## config.mk

```make
export PLATFORM = sky130hd
export DESIGN_NAME = mcl_keystream_gen
export DESIGN_NICKNAME = d
export VERILOG_FILES = /design/src/rtl/mcl_pkg.sv /design/src/rtl/mcl_lfsr.sv /design/src/rtl/mcl_seq.sv /design/src/rtl/mcl_keystream_gen.sv
export SDC_FILE = /design/constraint.sdc
export NUM_CORES = 1
export LEC_CHECK = 0
export ABC_AREA = 1
export CORE_MARGIN = 2
export CORE_UTILIZATION = 50
export CTS_CLUSTER_DIAMETER = 120
export CTS_CLUSTER_SIZE = 16
export DETAILED_ROUTE_END_ITERATION = 8
export PLACE_DENSITY = 0.84
export SLEW_MARGIN = 20
export SYNTH_ARGS = -nofsm -noshare
export SYNTH_HDL_FRONTEND = slang
export SYNTH_SLANG_ARGS = --single-unit
```

## constraint.sdc

```tcl
create_clock -name clk -period 1.72 [get_ports clk]
set_input_delay 0.344 -clock clk [delete_from_list [all_inputs] [get_ports clk]]
set_output_delay 0.344 -clock clk [all_outputs]
set_load 0.1 [all_outputs]
```

## src/rtl/mcl_pkg.sv

```systemverilog
package mcl_pkg;
   typedef enum logic [2:0] {
      PH_IDLE,
      PH_LOAD,
      PH_WARM,
      PH_RUN,
      PH_DONE
   } phase_t;

   function automatic int max3(input int a, input int b, input int c);
      int m;
      m = (a > b) ? a : b;
      return (m > c) ? m : c;
   endfunction
endpackage

```

## src/rtl/mcl_lfsr.sv

```systemverilog
module mcl_lfsr #(
   parameter int          LEN     = 19,
   parameter int          CLK_IDX = 8,
   parameter logic [31:0] TAPS    = 32'h0007_2000
) (
   input  logic clk,
   input  logic rst_n,
   input  logic clear_i,
   input  logic step_i,
   input  logic inj_i,
   output logic clk_bit_o,
   output logic msb_o
);
   generate
      if (LEN < 2 || LEN > 32) begin : g_bad_len
         $error("mcl_lfsr: LEN out of range");
      end
      if (CLK_IDX < 0 || CLK_IDX >= LEN) begin : g_bad_clk
         $error("mcl_lfsr: CLK_IDX outside register");
      end
      if (TAPS[LEN-1] != 1'b1) begin : g_bad_taps
         $error("mcl_lfsr: MSB must be a tap");
      end
   endgenerate

   logic [LEN-1:0] q;
   logic [LEN-1:0] tapv;
   logic           fb;

   genvar g;
   generate
      for (g = 0; g < LEN; g++) begin : g_tap
         if (TAPS[g]) begin : g_on
            assign tapv[g] = q[g];
         end else begin : g_off
            assign tapv[g] = 1'b0;
         end
      end
   endgenerate

   assign fb = (^tapv) ^ inj_i;

   always_ff @(posedge clk or negedge rst_n) begin
      if (!rst_n)       q <= '0;
      else if (clear_i) q <= '0;
      else if (step_i)  q <= {q[LEN-2:0], fb};
   end

   assign clk_bit_o = q[CLK_IDX];
   assign msb_o     = q[LEN-1];

   // a step moves the upper bits up by one place
   assert_shift_up_R1: assert property (@(posedge clk) disable iff (!rst_n)
      (step_i && !clear_i) |=> (q[LEN-1] == $past(q[LEN-2])));
   // a register left unstepped keeps its content
   assert_hold_idle_R1: assert property (@(posedge clk) disable iff (!rst_n)
      (!step_i && !clear_i) |=> $stable(q));
   // clear empties the register
   assert_clear_zero_R3: assert property (@(posedge clk) disable iff (!rst_n)
      clear_i |=> (q == '0));
endmodule

```

## src/rtl/mcl_seq.sv

```systemverilog
module mcl_seq
   import mcl_pkg::*;
#(
   parameter int LOAD_CYC = 86,
   parameter int WARM_CYC = 100,
   parameter int RUN_CYC  = 228
) (
   input  logic   clk,
   input  logic   rst_n,
   input  logic   start_i,
   output phase_t phase_o,
   output logic   accept_o,
   output logic   linear_o,
   output logic   majority_o,
   output logic   run_o
);
   localparam int MAXC = max3(LOAD_CYC, WARM_CYC, RUN_CYC);
   localparam int CW   = $clog2(MAXC + 1);

   generate
      if (LOAD_CYC < 1 || WARM_CYC < 1 || RUN_CYC < 1) begin : g_bad_len
         $error("mcl_seq: phase lengths must be positive");
      end
   endgenerate

   phase_t        phase;
   logic [CW-1:0] cnt;

   assign accept_o   = start_i && (phase == PH_IDLE || phase == PH_DONE);
   assign linear_o   = (phase == PH_LOAD);
   assign majority_o = (phase == PH_WARM) || (phase == PH_RUN);
   assign run_o      = (phase == PH_RUN);
   assign phase_o    = phase;

   always_ff @(posedge clk or negedge rst_n) begin
      if (!rst_n) begin
         phase <= PH_IDLE;
         cnt   <= '0;
      end else begin
         unique case (phase)
            PH_IDLE, PH_DONE: begin
               if (start_i) begin
                  phase <= PH_LOAD;
                  cnt   <= '0;
               end
            end
            PH_LOAD: begin
               if (cnt == CW'(LOAD_CYC - 1)) begin
                  phase <= PH_WARM;
                  cnt   <= '0;
               end else cnt <= cnt + 1'b1;
            end
            PH_WARM: begin
               if (cnt == CW'(WARM_CYC - 1)) begin
                  phase <= PH_RUN;
                  cnt   <= '0;
               end else cnt <= cnt + 1'b1;
            end
            PH_RUN: begin
               if (cnt == CW'(RUN_CYC - 1)) begin
                  phase <= PH_DONE;
                  cnt   <= '0;
               end else cnt <= cnt + 1'b1;
            end
            default: begin
               phase <= PH_IDLE;
               cnt   <= '0;
            end
         endcase
      end
   end

   // a start seen mid-frame does not rewind the sequence
   assert_busy_start_R8: assert property (@(posedge clk) disable iff (!rst_n)
      (start_i && majority_o) |=> (phase != PH_LOAD));
   // warm-up hands over to output, never straight to done
   assert_warm_exit_R5: assert property (@(posedge clk) disable iff (!rst_n)
      (phase == PH_WARM) |=> (phase == PH_WARM || phase == PH_RUN));
   // loading never runs past its cycle count
   assert_load_bound_R4: assert property (@(posedge clk) disable iff (!rst_n)
      (phase == PH_LOAD) |-> (cnt < CW'(LOAD_CYC)));
endmodule

```

## src/rtl/mcl_keystream_gen.sv

```systemverilog
module mcl_keystream_gen
   import mcl_pkg::*;
#(
   parameter int KEY_BITS   = 64,
   parameter int FRAME_BITS = 22,
   parameter int WARM_CYC   = 100,
   parameter int RUN_CYC    = 228
) (
   input  logic                  clk,
   input  logic                  rst_n,
   input  logic                  start_i,
   input  logic [KEY_BITS-1:0]   key_i,
   input  logic [FRAME_BITS-1:0] frame_i,
   output logic                  ks_bit_o,
   output logic                  ks_valid_o,
   output logic                  done_o
);
   localparam int LOAD_CYC = KEY_BITS + FRAME_BITS;

   generate
      if (KEY_BITS < 1 || FRAME_BITS < 1) begin : g_bad_inputs
         $error("mcl_keystream_gen: key and frame widths must be positive");
      end
   endgenerate

   phase_t phase;
   logic   accept, linear, majority, run;

   mcl_seq #(
      .LOAD_CYC (LOAD_CYC),
      .WARM_CYC (WARM_CYC),
      .RUN_CYC  (RUN_CYC)
   ) u_seq (
      .clk        (clk),
      .rst_n      (rst_n),
      .start_i    (start_i),
      .phase_o    (phase),
      .accept_o   (accept),
      .linear_o   (linear),
      .majority_o (majority),
      .run_o      (run)
   );

   // Load bits, consumed from bit 0 upward: key first, then frame
   logic [LOAD_CYC-1:0] ld_q;
   always_ff @(posedge clk or negedge rst_n) begin
      if (!rst_n)      ld_q <= '0;
      else if (accept) ld_q <= {frame_i, key_i};
      else if (linear) ld_q <= {1'b0, ld_q[LOAD_CYC-1:1]};
   end

   logic inj;
   assign inj = linear & ld_q[0];

   logic cb_a, cb_b, cb_c, msb_a, msb_b, msb_c;
   logic maj, st_a, st_b, st_c;

   assign maj  = (cb_a & cb_b) | (cb_a & cb_c) | (cb_b & cb_c);
   assign st_a = linear | (majority & (cb_a == maj));
   assign st_b = linear | (majority & (cb_b == maj));
   assign st_c = linear | (majority & (cb_c == maj));

   mcl_lfsr #(.LEN(19), .CLK_IDX(8),  .TAPS(32'h0007_2000)) u_ra (
      .clk(clk), .rst_n(rst_n), .clear_i(accept), .step_i(st_a),
      .inj_i(inj), .clk_bit_o(cb_a), .msb_o(msb_a));
   mcl_lfsr #(.LEN(22), .CLK_IDX(10), .TAPS(32'h0030_0000)) u_rb (
      .clk(clk), .rst_n(rst_n), .clear_i(accept), .step_i(st_b),
      .inj_i(inj), .clk_bit_o(cb_b), .msb_o(msb_b));
   mcl_lfsr #(.LEN(23), .CLK_IDX(10), .TAPS(32'h0070_0080)) u_rc (
      .clk(clk), .rst_n(rst_n), .clear_i(accept), .step_i(st_c),
      .inj_i(inj), .clk_bit_o(cb_c), .msb_o(msb_c));

   // Valid marks the cycle after each output step; bit read after that step
   logic valid_q;
   always_ff @(posedge clk or negedge rst_n) begin
      if (!rst_n) valid_q <= 1'b0;
      else        valid_q <= run;
   end

   assign ks_valid_o = valid_q;
   assign ks_bit_o   = valid_q & (msb_a ^ msb_b ^ msb_c);
   assign done_o     = (phase == PH_DONE) & ~valid_q;

   // each irregular cycle advances two or three registers
   assert_two_step_R2: assert property (@(posedge clk) disable iff (!rst_n)
      majority |-> ($countones({st_a, st_b, st_c}) >= 2));
   // valid only follows an output-phase step
   assert_valid_run_R6: assert property (@(posedge clk) disable iff (!rst_n)
      ks_valid_o |-> $past(run));
   // done and valid are exclusive
   assert_done_excl_R7: assert property (@(posedge clk) disable iff (!rst_n)
      !(done_o && ks_valid_o));
   // done holds until a new start
   assert_done_hold_R7: assert property (@(posedge clk) disable iff (!rst_n)
      (done_o && !start_i) |=> done_o);
   // output quiet without valid
   assert_quiet_bit_R7: assert property (@(posedge clk) disable iff (!rst_n)
      !ks_valid_o |-> !ks_bit_o);
endmodule

```

### Word level (Yosys, flattened, before mapping)

Index checks and enable logic that the tools add are counted.

| storage, ports and cells | value |
|---|---|
| input port bits | 89 |
| register bits | 162 |
| output and inout bits | 3 |

| cells by class | value |
|---|---|
| reductions and logical operators | 13 |
| equality and inequality tests | 14 |
| bitwise gates (word level) | 20 |
| add/subtract/negate cells | 1 |
| mux-type cells | 18 |

Operator list:

| kind | number |
|---|---|
| 86-bit two-way mux | 2 |
| 23-bit two-way mux | 2 |
| 22-bit two-way mux | 2 |
| 19-bit two-way mux | 2 |
| 8-bit two-way mux | 4 |
| 8-bit case mux with 4 select lines | 1 |
| 23-bit parity | 1 |
| 22-bit parity | 1 |
| 19-bit parity | 1 |
| 8-bit by 7-bit == test with 1-bit output (second input constant) | 2 |
| 3-bit two-way mux | 4 |
| 3-bit case mux with 4 select lines | 1 |
| 1-bit AND | 9 |
| 8-bit by 1-bit adder with 8-bit output (second input constant) | 1 |
| 8-bit == test (second input constant) | 1 |
| 2-bit nonzero test | 4 |
| 3-bit by 2-bit == test with 1-bit output (second input constant) | 2 |
| 1-bit OR | 5 |
| 1-bit bitwise XOR | 5 |
| 2-bit by 1-bit != test with 1-bit output (second input constant) | 2 |
| 2-bit != test (second input constant) | 2 |
| 4-bit AND reduction | 1 |
| 1-bit == test | 3 |
| 3-bit by 1-bit == test with 1-bit output (second input constant) | 1 |
| 6 further kinds | 7 |

### Logic depth before layout (Yosys ltp)

Gate-level depths: netlist of the first run.

| depth | value |
|---|---|
| depth in word-level cells | 8 |
| depth in mapped cells | 10 |

### Cells and area by module

A second synthesis of the first run with hierarchy kept.

| unflattened totals | value |
|---|---|
| cell total of the unflattened synthesis | 875 |
| area total of the unflattened synthesis | 7652.3 sq um |

By module, submodules not included:

| module | instances | cells each | sequential area each (sq um) | area each (sq um) |
|---|---|---|---|---|
| mcl_keystream_gen | 1 | 490 | 2177.1 | 4021.4 |
| mcl_lfsr at u_rb | 1 | 84 | 550.5 | 1009.7 |
| mcl_lfsr at u_rc | 1 | 96 | 575.6 | 944.7 |
| mcl_lfsr at u_ra | 1 | 82 | 475.5 | 853.3 |
| mcl_seq | 1 | 123 | 275.3 | 823.3 |

### Least setup slack after synthesis of the first run

No wires, ideal clock.

| timing path | value |
|---|---|
| kind | register -> output |
| start | register valid_q (netlist: ks_valid_o) |
| end | output port done_o |
| buffers on the path | 0 |
| setup slack | -1579 ps |
| arrival time | 2955 ps |
| cell stages (with the launch flop) | 2 |
| data required time | 1376 ps |
| path through | dfrtp_1 > nor3_1 |

| between the ends | value |
|---|---|
| longest elaborated chain between the ends | 2 |

Ends and longest elaborated chain:

| element | RTL line | text |
|---|---|---|
| start: declaration | mcl_keystream_gen.sv:74 | `logic valid_q;` |
| start signal: assignment | mcl_keystream_gen.sv:77 | `else valid_q <= run;` |
| 1-bit NOT | mcl_keystream_gen.sv:82 | `assign done_o = (phase == PH_DONE) & ~valid_q;` |
| 1-bit AND | mcl_keystream_gen.sv:82 |  |
| end: declaration | mcl_keystream_gen.sv:16 | `output logic done_o` |

No other way between the ends.

### Worst setup path in the final report of the first run

| timing path | value |
|---|---|
| start | register u_rb.q[21] |
| end | output port ks_bit_o |

| between the ends | value |
|---|---|
| longest elaborated chain between the ends | 3 |

Ends and longest elaborated chain:

| element | RTL line | text |
|---|---|---|
| start: declaration | mcl_lfsr.sv:26 | `logic [LEN-1:0] q;` |
| start signal: assignment | mcl_lfsr.sv:46 | `else if (step_i) q <= {q[LEN-2:0], fb};` |
| 1-bit bitwise XOR (2 in series) | mcl_keystream_gen.sv:81 | `assign ks_bit_o = valid_q & (msb_a ^ msb_b ^ msb_c);` |
| 1-bit AND | mcl_keystream_gen.sv:81 |  |
| end: declaration | mcl_keystream_gen.sv:14 | `output logic ks_bit_o,` |

No other way between the ends.

==> results of run 1 <==
worst max path at each step:
| stage | startpoint | to | slack (ns) | cells after the start |
|---|---|---|---|---|
| floorplan | ks_valid_o | done_o | -0.09 | 1 |
| global placement | start_i | ld_q[11] | 0.01 | 7 |
| detailed placement | start_i | ld_q[41] | -0.03 | 7 |
| CTS | u_ra.q[18] | ks_bit_o | -0.15 | 4 |
| global route | u_rb.q[21] | ks_bit_o | -0.19 | 4 |
| finish | u_rb.q[21] | ks_bit_o | -0.12 | 4 |
flip-flops by register name, summed over array words and instances, names as in the netlist:
register / count
u_rc.q: 23
ks_valid_o: 1
ld_q: 86
u_rb.q: 22
u_seq.phase_o: 3
u_ra.q: 19
u_seq.cnt: 8
critical path, cell delays in order, from the launching register on:
cell and delay, ns:
sky130_fd_sc_hd__dfrtp_2 0.43, sky130_fd_sc_hd__xnor2_2 0.20, sky130_fd_sc_hd__xor2_2 0.23, sky130_fd_sc_hd__nor2_4 0.06, sky130_fd_sc_hd__buf_12 0.16
metal layers:
metal,vias to the layer above,share of wire,track usage
met1,2859,0.45,0.2981
li1,2948,-,-
met5,-,0,0
met3,24,0.042,0.04553
met4,0,0.022,0.08130
met2,158,0.48,0.3436
stage by stage:
step	setup TNS [ns]	utilization	cell area, um2	power [W]
CTS	-0.2025	0.6520	9120	0.01571
global placement	0	0.6048	8461	0.01135
detailed placement	-0.07767	0.6048	8461	0.01165
floorplan	-0.08832	-	7256	0.01007
global route	-0.2460	0.6543	9153	0.01679
finish	-0.1234	0.6543	9153	0.01568
cell type report:
cell class                      count  area [um2]
Tap cell                          180       225.2
Inverter                           56       217.7
Timing Repair Buffer              121        1295
Multi-Input combinational cell    608        2745
Sequential cell                   162        4061
Fill cell                        1086        4836
Clock inverter                     11       161.4
Clock buffer                       20       446.7
cell usage after synthesis (all sizes together), types with 3 or more instances:
library cell	n
buf	35
dfrtp	162
xor2	9
nand3	131
nand2	398
inv	56
nor3	3
clkbuf	7
o211ai	3
nand4	5
o22ai	21
a21oi	4
o21ai	8
nor2	14
xnor2	6
power by group through the flow:
stage	combinational, W	sequential, W	clock (W)
after global placement	0.00491	0.00644	0
after floorplan	0.00376	0.00631	0
final	0.00528	0.00650	0.00390
after CTS	0.00528	0.00648	0.00395
after detailed placement	0.00516	0.00649	0
after global routing	0.00598	0.00669	0.00412
kinds of logic after synthesis:
kind of cell,Yosys count,synth area share
XOR/XNOR,15,0.01816
flip-flops,162,0.5605
adder cells (fa/ha/maj),2,0.003459
buffers and inverters,98,0.06573
AO/OA/AOI/OAI,39,0.03356
AND/OR/NAND/NOR,552,0.3186
timing repair:
item                       in CTS  in global routing
gates resized for setup         6                  4
pin swaps                       3                  3
hold endpoints to repair       38                  0
setup endpoints to repair       2                 20
hold buffers                    1                  0
setup buffers                   3                  3
==> impl_metrics.env, run 1 <==
export IMPL_tritoncts="yes"
export IMPL_final_nets=1057
export IMPL_initial_utilization=0.5171
export IMPL_antenna_found_initial=0
export IMPL_cell_internal_pwr_w=0.01006
export IMPL_grt_start_max_net_pins=83
export IMPL_timing_final_crit_share=1.068
export IMPL_overflow=0
export IMPL_timing_critical_path_from_type="flop"
export IMPL_post_synth_top_area_cell="sky130_fd_sc_hd__dfrtp_1"
export IMPL_clock_fmax_mhz=544.5
export IMPL_run_status="complete, but fails checks"
export IMPL_leakage_nw=4.472
export IMPL_power_net_switching_w=0.005618
export IMPL_gp_congestion=0.8389
export IMPL_grt_pass1_vias=5848
export IMPL_timing_clock_skew_ns=0.005692
export IMPL_crit_type="reg2out"
export IMPL_hpwlAfterDp_um=10440
export IMPL_top_level_ports=92
export IMPL_dp_slack_ns=-0.02752
export IMPL_drtIter0Drc=534
export IMPL_core_region_area_um2=13990
export IMPL_areaGrowthSynthToFinish_pct=26.54
export IMPL_die_area_um2=15440
export IMPL_wire_length_of_the_first_global_routing_pass_um=27780
export IMPL_timing_hold_worst_class="in2async"
export IMPL_count_of_flip_flops_with_a_built_in_enable_after_synthesis=0
export IMPL_post_synthesis_cells=868
export IMPL_cp_end_kind="output port"
export IMPL_violations="negative setup slack"
export IMPL_power_frac_comb=0.337
export IMPL_drt_vias_per_instance=5.172
export IMPL_die_x_extent_um=124.3
export IMPL_r2r_start="u_seq.phase_o[1]"
export IMPL_drc=0
export IMPL_dr_total_vias=5989
export IMPL_cts_max_path_buffers=2
export IMPL_cts_buffers=17
export IMPL_postSynth_asyncResetShare=1.000
export IMPL_routed_wl_um=16160
export IMPL_grt_setup_unrepaired="yes"
export IMPL_num_antenna_cells=0
export IMPL_reg2reg_setup_slack_ns=0.13
export IMPL_reg2reg_to="u_rb.q[0]"
export IMPL_critical_path_data_required_time_ns=1.38
export IMPL_synth_yosys_seq_area_share=0.5605
export IMPL_worstPathArrival_ns=1.49
export IMPL_final_instance_count_excl_fill=1158
export IMPL_placement_rows=43
export IMPL_netSwitchingFraction=0.3583
export IMPL_synth_distinct_cells=30
export IMPL_numPlacedInstances=1120
export IMPL_clockPowerShare=0.249
export IMPL_finalWorstSetupSlack_ns=-0.1165
export IMPL_dieHeight_um=124.3
export IMPL_synth_avg_cell_area_um2=8.333
export IMPL_cts_root_buf="sky130_fd_sc_hd__clkbuf_16"
export IMPL_ant_nets=0
export IMPL_grtUsageTotal=0.2173
export IMPL_timing_final_setup_violations=2
export IMPL_max_slew_margin=0.5926
export IMPL_final_common_cell="sky130_fd_sc_hd__nand2_1"
export IMPL_timing_reg2reg_worst_path_depth=8
export IMPL_layout_drive_gt1_share=0.09407
export IMPL_cp_max_fo=2
export IMPL_yosysWarningCount=0
export IMPL_postSynthRegisterBits=162
export IMPL_synth_top_area_frac=0.5605
export IMPL_final_period_minus_worst_setup_slack_ns=1.837
export IMPL_slew_viol_final=0
export IMPL_drt_first_pass_iters=5
export IMPL_clock_sinks=162
export IMPL_worstMarginPinSlew_ns=0.6064
export IMPL_cts_htree_levels=4
export IMPL_fin_worst_hold_slack_ns=0.4276
export IMPL_hold_viol_final=0
export IMPL_clkTransAtPathRegs_ns=0.06
export IMPL_insertion_delay_ns=0.42
export IMPL_buffer_ports_inserted=91
export IMPL_synth_fp_nets=959
export IMPL_maxCapViolCount=0
export IMPL_p_seq_frac=0.415
export IMPL_post_synth_main_area_contributors="sky130_fd_sc_hd__dfrtp_1 56%, sky130_fd_sc_hd__nand2_1 20%, sky130_fd_sc_hd__nand3_1 9.0%, sky130_fd_sc_hd__inv_1 2.5%, sky130_fd_sc_hd__o22ai_1 1.8%"
export IMPL_powerDensity_nw_per_um2=1713
export IMPL_mappedNetlistArea_um2=7233
export IMPL_routedWlPerCell_um=13.95
export IMPL_layout_cells_most_common_list="391 x sky130_fd_sc_hd__nand2_1, 158 x sky130_fd_sc_hd__dfrtp_1, 130 x sky130_fd_sc_hd__nand3_1"
export IMPL_max_vdd_ir_drop_uv=1005
export IMPL_dominantRegCellSynth="sky130_fd_sc_hd__dfrtp_1"
No activity file was read; power rests on OpenSTA's default activity.
==> inputs of run 2 (changes only) <==
--- a/config.mk
+++ b/config.mk
@@ -12,7 +12,9 @@
 export CTS_CLUSTER_SIZE = 16
 export DETAILED_ROUTE_END_ITERATION = 8
 export PLACE_DENSITY = 0.84
+export SKIP_LAST_GASP = 1
 export SLEW_MARGIN = 20
 export SYNTH_ARGS = -nofsm -noshare
 export SYNTH_HDL_FRONTEND = slang
+export SYNTH_HIERARCHICAL = 1
 export SYNTH_SLANG_ARGS = --single-unit
==> run 2 against run 1 <==
  * The run still ends with negative setup slack left
  * Worst hold slack got worse by 0.055 ns
  * Non-clock buffer count increased by 29
  * Power decreased by 23%
  * Flip-flop and latch count unchanged
  * Largest power group unchanged
==> impl_metrics.env, run 2 <==
export IMPL_number_of_inserted_filler_cells_in_the_final_layout=1142
export IMPL_routed_wl_um=17070
export IMPL_wire_length_of_the_first_global_routing_pass_um=27790
export IMPL_gp_congestion=0.8216
export IMPL_dieHeight_um=127.7
export IMPL_run_status="complete, but fails checks"
export IMPL_final_instance_count_excl_fill=1204
export IMPL_core_region_area_um2=15090
export IMPL_timing_hold_worst_class="in2async"
export IMPL_multi_input_logic_area_um2=2964
export IMPL_fin_tns_setup_ns=-0.1142
export IMPL_buffer_ports_inserted=91
export IMPL_post_synth_main_area_contributors="sky130_fd_sc_hd__dfrtp_1 53%, sky130_fd_sc_hd__nand2_1 15%, sky130_fd_sc_hd__nand3_1 7.5%, sky130_fd_sc_hd__o22ai_2 4.9%, sky130_fd_sc_hd__inv_1 4.6%"
export IMPL_postSynthRegisterBits=162
export IMPL_regMostFlops="ld_q"
export IMPL_postSynth_asyncResetShare=1.000
export IMPL_final_period_minus_worst_setup_slack_ns=1.834
export IMPL_maxCapViolCount=0
export IMPL_mappedNetlistArea_um2=7652
export IMPL_fin_worst_hold_slack_ns=0.3723
export IMPL_synth_top_area_frac=0.5298
export IMPL_grt_pass1_vias=6127
export IMPL_clock_sinks=162
export IMPL_die_area_um2=16310
export IMPL_die_x_extent_um=127.7
export IMPL_crit_type="reg2out"
export IMPL_dominantRegCellSynth="sky130_fd_sc_hd__dfrtp_1"
export IMPL_r2r_start="u_seq/phase_o[1]"
export IMPL_cts_root_buf="sky130_fd_sc_hd__clkbuf_16"
export IMPL_final_common_cell="sky130_fd_sc_hd__nand2_1"
export IMPL_synth_yosys_seq_area_share=0.5298
export IMPL_timing_final_setup_violations=1
export IMPL_hpwlAfterDp_um=10740
export IMPL_tritoncts="yes"
export IMPL_worstPathArrival_ns=1.49
export IMPL_timing_clock_skew_ns=0.006130
export IMPL_final_nets=1095
export IMPL_drt_vias_per_instance=5.226
export IMPL_leakage_nw=4.724
export IMPL_cp_end_kind="output port"
export IMPL_seqCellArea_um2=4060
export IMPL_clkTransAtPathRegs_ns=0.06
export IMPL_layout_cells_most_common_list="297 x sky130_fd_sc_hd__nand2_1, 159 x sky130_fd_sc_hd__dfrtp_1, 114 x sky130_fd_sc_hd__nand3_1"
export IMPL_timing_critical_path_from_type="flop"
export IMPL_insertion_delay_ns=0.42
export IMPL_violations="negative setup slack"
export IMPL_clock_fmax_mhz=545.2
export IMPL_drc=0
export IMPL_drtIter0Drc=466
export IMPL_hold_viol_final=0
export IMPL_yosysWarningCount=6
export IMPL_placement_rows=45
export IMPL_post_synthesis_cells=875
export IMPL_critical_path_data_required_time_ns=1.38
export IMPL_antenna_found_initial=0
export IMPL_areaGrowthSynthToFinish_pct=29.27
export IMPL_largest_reg_flops=86
export IMPL_routedWlPerCell_um=14.18
export IMPL_dp_slack_ns=-0.1526
export IMPL_grt_setup_unrepaired="yes"
export IMPL_drt_first_pass_iters=5
export IMPL_overflow=0
export IMPL_numPlacedInstances=1152
export IMPL_synth_top_cells_by_count="304 x sky130_fd_sc_hd__nand2_1, 162 x sky130_fd_sc_hd__dfrtp_1, 115 x sky130_fd_sc_hd__nand3_1"
export IMPL_final_core_utilization=0.6556
export IMPL_slew_viol_final=0
export IMPL_cts_max_path_buffers=2
export IMPL_synth_fp_nets=966
export IMPL_timing_reg2reg_worst_path_depth=8
export IMPL_post_synth_top_area_cell="sky130_fd_sc_hd__dfrtp_1"
export IMPL_max_vdd_ir_drop_uv=840.3
export IMPL_initial_utilization=0.5071
export IMPL_max_slew_margin=0.8037
export IMPL_cts_buffers=17
export IMPL_layout_drive_gt1_share=0.1870
export IMPL_reg2reg_to="ld_q[84]"
export IMPL_timing_final_crit_share=1.066
export IMPL_synthMostInstantiatedCell="sky130_fd_sc_hd__nand2_1"
export IMPL_ant_nets=0
export IMPL_worstMarginPinSlew_ns=0.2945
export IMPL_reg2reg_setup_slack_ns=0.05
export IMPL_dr_total_vias=6292
export IMPL_biggest_regs="ld_q x86, u_rc/q x23, u_rb/q x22"
export IMPL_cts_htree_levels=4
export IMPL_cp_max_fo=3
export IMPL_powerDensity_nw_per_um2=1220
export IMPL_grt_start_max_net_pins=65
export IMPL_synth_distinct_cells=35
export IMPL_grtUsageTotal=0.2088
export IMPL_top_level_ports=92
export IMPL_synth_avg_cell_area_um2=8.746
export IMPL_count_of_flip_flops_with_a_built_in_enable_after_synthesis=0
export IMPL_finalWorstSetupSlack_ns=-0.1142
export IMPL_num_antenna_cells=0
==> run 2: changes by cell type after synthesis, sizes merged, moves of 2 or more <==
cell / before / now
nand2: 398 / 320
nand3: 131 / 126
xor2: 9 / 4
clkbuf: 7 / 4
o21ai: 8 / 11
o221ai: 2 / 0
inv: 56 / 105
o22ai: 21 / 58
nor2: 14 / 25
and2: 0 / 2
xnor2: 6 / 3
==> run 2: kinds of logic after synthesis <==
kind of cell               synth area share
and+or+nand+nor                      0.2799
DFF                                  0.5298
buffers and inverters               0.09173
AOI/OAI and AO/OA                   0.08731
xor gates and xnor gates           0.008012
adders and majority gates          0.003270
==> run 2: worst max-delay path by stage <==
stage	to	start	cells after the start
floorplan	done_o	ks_valid_o	3
global placement	ld_q[84]	start_i	9
detailed placement	ld_q[14]	start_i	10
CTS	ks_bit_o	u_ra/q[18]	7
global route	ks_bit_o	u_ra/q[18]	7
finish	ks_bit_o	u_rb/q[21]	6
==> run 2: critical path: stages, from the launching register on <==
cell and delay [ns]:
sky130_fd_sc_hd__dfrtp_1 0.40, sky130_fd_sc_hd__inv_1 0.10, sky130_fd_sc_hd__nand2_2 0.09, sky130_fd_sc_hd__nand3_2 0.10
sky130_fd_sc_hd__nand2_2 0.09, sky130_fd_sc_hd__nor2_4 0.11, sky130_fd_sc_hd__buf_12 0.18
==> run 2: layout make-up <==
class	count	share of cell area
flip-flops and latches	162	0.4104
well taps	188	0.02378
multi-input cells	568	0.2996
inverters	105	0.04111
clock buffers	19	0.04376
clock inverters	12	0.01594
repair buffers	150	0.1653
==> run 2: per-stage QoR <==
step,instance area (um2),total power [W]
2_1_floorplan,7710,0.007072
3_3_place_gp,9040,0.008026
3_5_place_dp,9040,0.008156
4_1_cts,9688,0.01205
5_1_grt,9892,0.01264
6_report,9892,0.01207
==> run 2: power breakdown <==
group	leakage [nW]	internal, W	switching (W)
registers	2.07	0.00450	0.000332
logic	2.36	0.00158	0.00182
clock network	0.292	0.00229	0.00155
==> run 2: timing repair <==
item,CTS,global route
hold endpoints to repair,25,0
cloned,0,3
hold buffers,1,0
setup endpoints to repair,3,77
buffers inserted,5,12
resized for setup,3,16
pin swaps,1,3
==> run 2: routing by layer <==
| layer | global-route usage | wire, um | vias to the layer above |
|---|---|---|---|
| met5 | 0 | 0 | - |
| met4 | 0.06917 | 300 | 0 |
| met3 | 0.03881 | 543 | 21 |
| met2 | 0.3514 | 8603 | 139 |
| met1 | 0.2748 | 7621 | 3078 |
| li1 | - | - | 3054 |
==> inputs of run 3 (changes only) <==
--- a/config.mk
+++ b/config.mk
@@ -6,12 +6,15 @@
 export NUM_CORES = 1
 export LEC_CHECK = 0
 export ABC_AREA = 1
+export CELL_PAD_IN_SITES_DETAIL_PLACEMENT = 1
+export CELL_PAD_IN_SITES_GLOBAL_PLACEMENT = 2
+export CORE_ASPECT_RATIO = 0.8
 export CORE_MARGIN = 2
-export CORE_UTILIZATION = 50
+export CORE_UTILIZATION = 34
 export CTS_CLUSTER_DIAMETER = 120
 export CTS_CLUSTER_SIZE = 16
 export DETAILED_ROUTE_END_ITERATION = 8
-export PLACE_DENSITY = 0.84
+export PLACE_DENSITY = 0.9
 export SKIP_LAST_GASP = 1
 export SLEW_MARGIN = 20
 export SYNTH_ARGS = -nofsm -noshare
==> run 3 against run 2 <==
  * The flow still finishes with violations (negative setup slack)
  * First-iteration DRC count shrank 31%
  * Combinational power barely moved
  * Via count down 1.7%
  * Design area up 1.3%
  * Setup slack improved by 0.038 ns
  * Register-to-register slack about the same
  * Core utilization fell by 21 points
  * Die area rose by 45%
  * Non-clock buffer count fell by 3
  * Critical path depth grew 1
  * Critical path type unchanged
  * Largest power group unchanged
==> impl_metrics.env, run 3 (same netlist as run 2, synthesis figures left out) <==
export IMPL_run_status="complete, but fails checks"
export IMPL_violations="negative setup slack"
export IMPL_timing_clock_skew_ns=0.01260
export IMPL_final_common_cell="sky130_fd_sc_hd__nand2_1"
export IMPL_insertion_delay_ns=0.44
export IMPL_hpwlAfterDp_um=12900
export IMPL_cts_htree_levels=4
export IMPL_layout_drive_gt1_share=0.1844
export IMPL_timing_final_crit_share=1.044
export IMPL_routedWlPerCell_um=14.61
export IMPL_reg2reg_setup_slack_ns=0.05
export IMPL_crit_type="reg2out"
export IMPL_clock_fmax_mhz=556.8
export IMPL_gp_congestion=0.7351
export IMPL_buffer_ports_inserted=91
export IMPL_dieHeight_um=138.2
export IMPL_critical_path_cell_sequence="inv_1, nand2_1, nand2_1, nand2_1, nand2_2, nor2_4, buf_12"
export IMPL_final_core_utilization=0.4501
export IMPL_initial_utilization=0.3438
export IMPL_finalWorstSetupSlack_ns=-0.07606
export IMPL_tritoncts="yes"
export IMPL_grt_pass1_vias=6528
export IMPL_worst_path_most_repeated_cell="sky130_fd_sc_hd__nand2_1"
export IMPL_die_x_extent_um=171.7
export IMPL_timing_critical_path_from_type="flop"
export IMPL_r2r_start="u_seq/phase_o[2]"
export IMPL_hold_viol_final=0
export IMPL_timing_hold_worst_class="in2async"
export IMPL_clock_sinks=162
export IMPL_regMostFlops="ld_q"
export IMPL_routed_wl_um=19290
export IMPL_largest_reg_flops=86
export IMPL_power_total_w=0.01203
export IMPL_ant_nets=0
export IMPL_dr_total_vias=6183
export IMPL_antenna_found_initial=0
export IMPL_finish_instance_area_um2=10020
export IMPL_placedInstanceArea_um2=9265
export IMPL_wire_length_of_the_first_global_routing_pass_um=32290
export IMPL_cts_buffers=17
export IMPL_fin_worst_hold_slack_ns=0.3433
export IMPL_final_nets=1092
export IMPL_die_area_um2=23730
export IMPL_worstPathArrival_ns=1.45
export IMPL_drt_vias_per_instance=4.684
export IMPL_clkTransAtPathRegs_ns=0.07
export IMPL_drc=0
export IMPL_drt_first_pass_iters=4
export IMPL_max_slew_margin=0.7809
export IMPL_core_region_area_um2=22260
export IMPL_timing_reg2reg_worst_path_depth=9
export IMPL_crit_slowest_cell="sky130_fd_sc_hd__dfrtp_1"
export IMPL_num_antenna_cells=0
export IMPL_drtIter0Drc=322
export IMPL_areaGrowthSynthToFinish_pct=30.90
export IMPL_grtUsageTotal=0.1690
export IMPL_crit_start="u_rb/q[21]"
export IMPL_grt_setup_unrepaired="yes"
export IMPL_critical_path_data_required_time_ns=1.38
export IMPL_max_stage_delay_ns=0.40
export IMPL_cp_max_fo=4
export IMPL_placement_rows=49
export IMPL_leakage_nw=4.709
export IMPL_cts_root_buf="sky130_fd_sc_hd__clkbuf_16"
export IMPL_slew_viol_final=0
export IMPL_reg2reg_to="u_rb/q[20]"
export IMPL_cts_max_path_buffers=2
export IMPL_worstMarginPinSlew_ns=0.3277
export IMPL_powerDensity_nw_per_um2=1201
export IMPL_top_level_ports=92
export IMPL_maxCapViolCount=0
export IMPL_layout_cells_most_common_list="298 x sky130_fd_sc_hd__nand2_1, 159 x sky130_fd_sc_hd__dfrtp_1, 115 x sky130_fd_sc_hd__nand3_1"
export IMPL_grt_start_max_net_pins=49
export IMPL_biggest_regs="ld_q x86, u_rc/q x23, u_rb/q x22"
export IMPL_capturing_element_of_the_worst_setup_path="ks_bit_o"
export IMPL_overflow=0
export IMPL_max_vdd_ir_drop_uv=753.9
export IMPL_timing_final_setup_violations=2
export IMPL_cp_end_kind="output port"
export IMPL_final_period_minus_worst_setup_slack_ns=1.796
[run 3: changes by cell type in the layout (fill, tap and decap cells not counted), moves of 2 or more]
cell	before	now
sky130_fd_sc_hd__buf_8	2	0
sky130_fd_sc_hd__clkbuf_1	2	0
sky130_fd_sc_hd__inv_8	0	5
sky130_fd_sc_hd__bufinv_16	3	0
sky130_fd_sc_hd__clkinv_8	0	3
sky130_fd_sc_hd__buf_12	17	19
sky130_fd_sc_hd__buf_6	7	5
sky130_fd_sc_hd__clkinv_2	3	0
sky130_fd_sc_hd__inv_4	3	1
sky130_fd_sc_hd__inv_6	3	5
[run 3: report_power, final]
part           switching (W)  total, W  internal (W)
Clock                0.00182   0.00382       0.00199
Combinational        0.00185   0.00340       0.00155
Sequential          0.000322   0.00481       0.00449
[run 3: stage by stage]
stage	setup slack (ns)	std cells	setup TNS [ns]
3_3_place_gp	-0.07433	1277	-1.583
3_5_place_dp	-0.09621	1277	-3.322
4_1_cts	-0.1059	1314	-0.1370
6_report	-0.07606	1320	-0.08553
5_1_grt	-0.1593	1320	-0.2997
2_1_floorplan	-0.1965	875	-0.6414
[run 3: what timing repair did]
action | in CTS | in global routing
buffers inserted | 4 | 4
endpoints found under the setup margin | 2 | 45
cloned | 0 | 2
resized for setup | 1 | 13
pin swaps | 1 | 2
hold buffers | 1 | 0
hold endpoints to repair | 18 | 0
[run 3: layer usage]
layer | GRT usage | routed length, um
met4 | 0.04556 | 197
met5 | 0 | 0
met1 | 0.2312 | 9321
met2 | 0.2735 | 9229
met3 | 0.03464 | 542
[run 3: critical path: cells and delay by family, from the launching register on]
| family | cells | cell delay, ns |
|---|---|---|
| flops | 1 | 0.40 |
| buf+inv | 2 | 0.24 |
| simple gates | 5 | 0.37 |
[run 3: how the worst min path moves through the flow]
stage          cells after the start          to  start  slack (ns)
2_1_floorplan                      0     ld_q[0]  rst_n        0.05
3_3_place_gp                       1   u_rc/q[4]  rst_n        0.23
3_5_place_dp                       1   u_rc/q[5]  rst_n        0.23
4_1_cts                            2  u_rb/q[20]  rst_n        0.34
5_1_grt                            2   u_rc/q[4]  rst_n        0.37
6_report                           2   u_rc/q[5]  rst_n        0.34
[run 3: layout make-up]
class                           count  area, um2
Fill cell                        2605      12240
Sequential cell                   162       4060
Multi-Input combinational cell    568       2950
Timing Repair Buffer              147       1615
Clock buffer                       18      439.2
Inverter                          105      411.6
Tap cell                          306      382.9
Clock inverter                     14      157.7
